## src/rtl/scr_pkg.sv

```systemverilog
package scr_pkg;

    typedef enum logic [1:0] {
        COV_FULL     = 2'd0,
        COV_HDR_DATA = 2'd1,
        COV_DATA     = 2'd2,
        COV_DATA_ALT = 2'd3
    } cov_mode_e;

    typedef enum logic {
        POLY_LONG  = 1'b0,
        POLY_SHORT = 1'b1
    } poly_e;

    typedef enum logic {
        CTL_RUN   = 1'b0,
        CTL_CLEAR = 1'b1
    } ctl_state_e;

    typedef struct packed {
        poly_e     poly;
        cov_mode_e cov;
    } scr_cfg_t;

endpackage

```

## src/rtl/scr_cfg_ctrl.sv

```systemverilog
module scr_cfg_ctrl
    import scr_pkg::*;
(
    input  logic     clk,
    input  logic     rst_n,
    input  scr_cfg_t cfg_in,
    output scr_cfg_t cfg_q,
    output logic     accept,
    output logic     clear
);

    ctl_state_e state_q, state_n;
    logic       cfg_diff;

    assign cfg_diff = (cfg_in != cfg_q);

    always_comb begin
        state_n = state_q;
        unique case (state_q)
            CTL_RUN:   if (cfg_diff) state_n = CTL_CLEAR;
            CTL_CLEAR: state_n = CTL_RUN;
            default:   state_n = CTL_RUN;
        endcase
    end

    always_ff @(posedge clk or negedge rst_n) begin
        if (!rst_n) begin
            state_q <= CTL_RUN;
            cfg_q   <= '{poly: POLY_LONG, cov: COV_FULL};
        end else begin
            state_q <= state_n;
            if (state_q == CTL_RUN && cfg_diff) cfg_q <= cfg_in;
        end
    end

    always_comb begin
        clear  = (state_q == CTL_CLEAR);
        accept = (state_q == CTL_RUN) && !cfg_diff;
    end

    AST_CLEAR_SINGLE: assert property (@(posedge clk) disable iff (!rst_n)
        (state_q == CTL_CLEAR) |=> (state_q == CTL_RUN));

    AST_CHANGE_CLEARS: assert property (@(posedge clk) disable iff (!rst_n)
        (state_q == CTL_RUN && cfg_diff) |=> clear);

endmodule

```

## src/rtl/scr_lane.sv

```systemverilog
module scr_lane
    import scr_pkg::*;
#(
    parameter int PKT_W       = 64,
    parameter int DATA_W      = 48,
    parameter int HDR_W       = 8,
    parameter int ST_W        = 58,
    parameter int LONG_TAP_A  = 39,
    parameter int LONG_TAP_B  = 58,
    parameter int SHORT_TAP_A = 6,
    parameter int SHORT_TAP_B = 7,
    parameter bit DESCRAMBLE  = 1'b0
) (
    input  logic              clk,
    input  logic              rst_n,
    input  scr_cfg_t          cfg,
    input  logic              accept,
    input  logic              clear,
    input  logic              in_valid,
    input  logic [PKT_W-1:0]  in_data,
    output logic              out_valid,
    output logic [PKT_W-1:0]  out_data
);

    localparam int HD_W  = DATA_W + HDR_W;
    localparam int CNT_W = $clog2(PKT_W + 1);
    localparam int IDX_W = $clog2(ST_W);

    logic [CNT_W-1:0] cov_w;
    logic [IDX_W-1:0] tap_a, tap_b;
    logic [ST_W-1:0]  st_q, st_n;
    logic [PKT_W-1:0] mix;
    logic             take;

    assign take = in_valid && accept;

    always_comb begin
        unique case (cfg.cov)
            COV_FULL:     cov_w = CNT_W'(PKT_W);
            COV_HDR_DATA: cov_w = CNT_W'(HD_W);
            default:      cov_w = CNT_W'(DATA_W);
        endcase
        if (cfg.poly == POLY_LONG) begin
            tap_a = IDX_W'(LONG_TAP_A - 1);
            tap_b = IDX_W'(LONG_TAP_B - 1);
        end else begin
            tap_a = IDX_W'(SHORT_TAP_A - 1);
            tap_b = IDX_W'(SHORT_TAP_B - 1);
        end
    end

    // Unrolled serial recurrence, highest covered bit first.
    always_comb begin
        logic [ST_W-1:0] walk;
        logic            fb;
        logic            fed;
        walk = st_q;
        mix  = in_data;
        fb   = 1'b0;
        fed  = 1'b0;
        for (int i = PKT_W - 1; i >= 0; i--) begin
            if (i < int'(cov_w)) begin
                fb     = walk[tap_a] ^ walk[tap_b];
                mix[i] = in_data[i] ^ fb;
                fed    = DESCRAMBLE ? in_data[i] : mix[i];
                walk   = {walk[ST_W-2:0], fed};
            end
        end
        st_n = walk;
    end

    always_ff @(posedge clk or negedge rst_n) begin
        if (!rst_n) begin
            st_q      <= '1;
            out_valid <= 1'b0;
            out_data  <= '0;
        end else if (clear) begin
            st_q      <= '1;
            out_valid <= 1'b0;
        end else begin
            out_valid <= take;
            if (take) begin
                st_q     <= st_n;
                out_data <= mix;
            end
        end
    end

    AST_CLEAR_RELOADS: assert property (@(posedge clk) disable iff (!rst_n)
        clear |=> (st_q == '1));

    AST_IDLE_HOLDS: assert property (@(posedge clk) disable iff (!rst_n)
        (!clear && !take) |=> $stable(st_q));

    AST_PASS_UNCOVERED: assert property (@(posedge clk) disable iff (!rst_n)
        (take && cfg.cov != COV_FULL) |=>
        (out_data[PKT_W-1:HD_W] == $past(in_data[PKT_W-1:HD_W])));

    AST_NO_OUT_BLOCKED: assert property (@(posedge clk) disable iff (!rst_n)
        !accept |=> !out_valid);

endmodule

```

## src/rtl/pkt_scrambler.sv

```systemverilog
module pkt_scrambler
    import scr_pkg::*;
#(
    parameter int PKT_W  = 64,
    parameter int DATA_W = 48,
    parameter int HDR_W  = 8
) (
    input  logic              clk,
    input  logic              rst_n,
    input  logic              poly_sel,
    input  logic [1:0]        cov_mode,
    input  logic              scr_in_valid,
    input  logic [PKT_W-1:0]  scr_in_data,
    output logic              scr_out_valid,
    output logic [PKT_W-1:0]  scr_out_data,
    input  logic              dsc_in_valid,
    input  logic [PKT_W-1:0]  dsc_in_data,
    output logic              dsc_out_valid,
    output logic [PKT_W-1:0]  dsc_out_data
);

    localparam int LANES = 2;

    scr_cfg_t         cfg_in, cfg_q;
    logic             accept, clear;
    logic             l_in_v  [LANES];
    logic [PKT_W-1:0] l_in_d  [LANES];
    logic             l_out_v [LANES];
    logic [PKT_W-1:0] l_out_d [LANES];

    assign cfg_in.poly = poly_e'(poly_sel);
    assign cfg_in.cov  = cov_mode_e'(cov_mode);

    scr_cfg_ctrl u_ctrl (
        .clk    (clk),
        .rst_n  (rst_n),
        .cfg_in (cfg_in),
        .cfg_q  (cfg_q),
        .accept (accept),
        .clear  (clear)
    );

    assign l_in_v[0] = scr_in_valid;
    assign l_in_d[0] = scr_in_data;
    assign l_in_v[1] = dsc_in_valid;
    assign l_in_d[1] = dsc_in_data;

    for (genvar g = 0; g < LANES; g++) begin : g_lane
        scr_lane #(
            .PKT_W      (PKT_W),
            .DATA_W     (DATA_W),
            .HDR_W      (HDR_W),
            .DESCRAMBLE (g == 1)
        ) u_lane (
            .clk       (clk),
            .rst_n     (rst_n),
            .cfg       (cfg_q),
            .accept    (accept),
            .clear     (clear),
            .in_valid  (l_in_v[g]),
            .in_data   (l_in_d[g]),
            .out_valid (l_out_v[g]),
            .out_data  (l_out_d[g])
        );
    end

    assign scr_out_valid = l_out_v[0];
    assign scr_out_data  = l_out_d[0];
    assign dsc_out_valid = l_out_v[1];
    assign dsc_out_data  = l_out_d[1];

    AST_SCR_OUT_FOLLOWS: assert property (@(posedge clk) disable iff (!rst_n)
        scr_out_valid |-> $past(scr_in_valid));

    AST_DSC_OUT_FOLLOWS: assert property (@(posedge clk) disable iff (!rst_n)
        dsc_out_valid |-> $past(dsc_in_valid));

endmodule

```

## config.mk

```make
export PLATFORM = sky130hd
export DESIGN_NAME = pkt_scrambler
export DESIGN_NICKNAME = d
export VERILOG_FILES = /design/src/rtl/scr_pkg.sv /design/src/rtl/scr_cfg_ctrl.sv /design/src/rtl/scr_lane.sv /design/src/rtl/pkt_scrambler.sv
export SDC_FILE = /design/constraint.sdc
export NUM_CORES = 1
export LEC_CHECK = 0
export ABC_AREA = 1
export BUFFER_PORTS_ARGS = -buffer_cell sky130_fd_sc_hd__buf_4
export CAP_MARGIN = 20
export CORE_MARGIN = 10
export CORE_UTILIZATION = 38
export CTS_CLUSTER_DIAMETER = 120
export DETAILED_ROUTE_END_ITERATION = 10
export SLEW_MARGIN = 10
export SYNTH_ARGS = -nofsm -noshare
export SYNTH_HDL_FRONTEND = slang
export SYNTH_HIERARCHICAL = 1
export SYNTH_SLANG_ARGS = --single-unit
```

## constraint.sdc

```tcl
create_clock -name clk -period 5.6 [get_ports clk]
set_input_delay 0.84 -clock clk [delete_from_list [all_inputs] [get_ports clk]]
set_output_delay 0.84 -clock clk [all_outputs]
set_load 0.02 [all_outputs]
```

==> run metrics <==
outcome complete, but fails checks; failing checks setup timing; fin crit period 5.78 ns; first-pass GRT wire length 140000 um; Worst-path clk slew 0.06 ns; WP data arrival 6.22 ns; GRT overflow 0; Antenna Violating Nets Remaining 0; mean post-synth cell area 6.57 um2; Initial Utilization 0.387; worst setup path category reg -> reg; EDFF count, synth 0; Synth Register Bits 250; Non-Filler Instances 4049; RR Endpoint g_lane[0].u_lane/out_data[5]$_DFFE_PN0P_; post-synth top area share 0.198; clk sinks 250; largest net degree at the start of global routing 122; Leak 13.8 nW; CTS root buffer clkbuf_16; worst slew pin tran 1.22 ns; worst skew pair latency 0.55 ns; Post-Synthesis Cell Area 19000 um2; fill count 5007; core area 49300 um2; Total Routed Length 97700 um; vias per cell 5.61; I/O pin count 265; fin crit share 1.03; Routed wire per std cell 24.1 um; die height 244 um; hpwl dp 74400 um; power per standard cell area 688 nW/um2; footprint of the multi-input gates 11900 um2; largest area contributor in the netlist nand2_1; top-count cell post-synth nand2_1; cell count after synthesis 2896; dpl cells 3926; drt drc 0; Area contributors post-synth nand2_1 (20%), dfrtp_1 (18%), dfstp_2 (16%), nand3_1 (7.5%), inv_1 (7.1%); RSZ-0062 raised after global routing yes; CTS tree yes; Longest Clk Path Bufs 3; Reg2Reg Depth 54; RR Startpoint u_ctrl/cfg_q[1]$_DFFE_PN0P_; CP max stage delay 0.51 ns; nets 3493; Setup-failing EPs final 12; antenna violations before repair 4; Yosys Warn Count 6; port bufs 264; Slew HR 0.176; area delta synth->final 37.0%; Worst path top cell family by delay simple AND/OR/NAND/NOR gates; Syn Nets 3031; Crit path depth 54; Reg area 6410 um2; worst IR drop on VDD 0.371 mV; All-Layer GR Usage 0.312; Setup Skew 0.0169 ns; r2r setup slk -0.18 ns; die width 244 um; sequential area share after synthesis 0.336; endpoints failing hold 0; fmax 173 MHz; CP dominant cell by count nand2_2; fin worst setup slack -0.184 ns; CP Capture Point g_lane[0].u_lane/out_data[5]$_DFFE_PN0P_; CP startpoint u_ctrl/cfg_q[1]$_DFFE_PN0P_; H-Tree Level Count 2; CP bufs+invs 8; Rows 81; Vias 22700; max-slew violation count 0; crit path max-delay cell type dfrtp_4; Synth async-reset ratio 1.00; worst hold slack 0.245 ns; Die ar. 59500 um2; total iterations of the first detailed-routing run 6; Synth Flop Type dfrtp_1; CP endpoint kind flop; library cells used by synthesis 50; Num CTS Buffers 34; Placer Congestion 1.00; Iteration-0 DRC Markers 2789; number of global-route vias before repair 21000; critical path data required time 6.03 ns; MaxCap Viol Count 0; CP max FO 7; most instantiated cells after synthesis nand2_1 (1005), inv_1 (358), nand3_1 (285), nor2_1 (154), dfrtp_1 (134); hold crit path type in -> async; share of post-route cells with drive strength above 1 0.347; type of origin of the critical path flop
-- worst register-to-register path, delay by kind of cell, from the launching register on --
kind | cells | cell delay (ns)
DFF | 1 | 0.51
and+or+nand+nor | 43 | 3.96
buffers and inverters | 8 | 0.76
AOI/OAI and AO/OA | 2 | 0.30
xor gates and xnor gates | 1 | 0.14
-- kinds of logic after synthesis --
group,after synthesis,share of synthesized area
XOR/XNOR,40,0.0184
flip-flops,250,0.336
AO/OA/AOI/OAI,444,0.143
buffers and inverters,508,0.113
AND/OR/NAND/NOR,1654,0.390
-- final cells by class --
class	count	share of cell area
clock buffer	46	0.0387
clock inverter	16	0.00806
antenna	1	0.0000959
timing repair buffer	558	0.166
multi-input combinational	2138	0.455
sequential	250	0.246
tap	664	0.0319
inverter	376	0.0545
-- per-stage QoR --
stage          total power, mW  utilization  TNS (ns)  setup slack (ns)  area, um2
4_1_cts                   16.5        0.506  -0.00752          -0.00752      24900
3_3_place_gp              13.3        0.466     -1.40            -0.251      23000
5_1_grt                   19.0        0.529     -9.07            -0.580      26100
6_report                  18.0        0.530     -1.21            -0.184      26100
3_5_place_dp              13.3        0.466     -2.64            -0.347      23000
2_1_floorplan             8.95            -         0              1.04      19000
-- layout by cell type, fill, tap and decap left out, types with 38 or more instances in the layout --
cell      instances
o21ai_1          39
a22oi_1          38
o22ai_1          54
buf_4           532
o21ai_0          93
dfstp_2         116
nand3_1         211
nand3_2          91
dfrtp_1         131
a21oi_1         104
inv_1           349
nand2_1         842
nor2_1          151
nand2_2         173
nand3b_1         44
-- worst min-delay path by stage --
stage                                               from                                   endpoint  slack (ns)  cells after the start
5_1_grt                                            rst_n  g_lane[0].u_lane/out_data[61]$_DFFE_PN0P_        0.27                      1
6_report                                           rst_n  g_lane[0].u_lane/out_data[61]$_DFFE_PN0P_        0.24                      1
3_3_place_gp   g_lane[1].u_lane/out_data[59]$_DFFE_PN0P_  g_lane[1].u_lane/out_data[59]$_DFFE_PN0P_        0.47                      2
2_1_floorplan      g_lane[1].u_lane/st_q[44]$_DFFE_PN1P_      g_lane[1].u_lane/st_q[44]$_DFFE_PN1P_        0.46                      2
3_5_place_dp   g_lane[1].u_lane/out_data[56]$_DFFE_PN0P_  g_lane[1].u_lane/out_data[56]$_DFFE_PN0P_        0.47                      2
4_1_cts                                            rst_n  g_lane[0].u_lane/out_data[61]$_DFFE_PN0P_        0.28                      1
-- what timing repair did --
item	in CTS	in global routing
hold buffers	0	0
setup endpoints to repair	16	28
pin swaps	50	71
resized for setup	122	249
buffers inserted	29	39
endpoints found under the hold margin	0	0
cloned	1	0
-- flip-flops by register name, indices dropped and copies added, names as in the netlist --
register and cells:
u_ctrl/clear 1, g_lane.u_lane/out_data 128, g_lane.u_lane/st_q 116, g_lane.u_lane/out_valid 2, u_ctrl/cfg_q 3
-- layer usage --
metal	GRT usage	vias up	wire length [um]
li1	-	10300	-
met1	0.476	11100	45500
met2	0.421	1152	39400
met3	0.0772	120	10500
met4	0.0798	2	2280
met5	0	-	11
-- power by group --
| part | internal, mW | switching [mW] |
|---|---|---|
| clock network | 1.50 | 0.933 |
| logic | 4.72 | 7.94 |
| registers | 2.40 | 0.459 |
No activity file was read; power rests on OpenSTA's default activity.
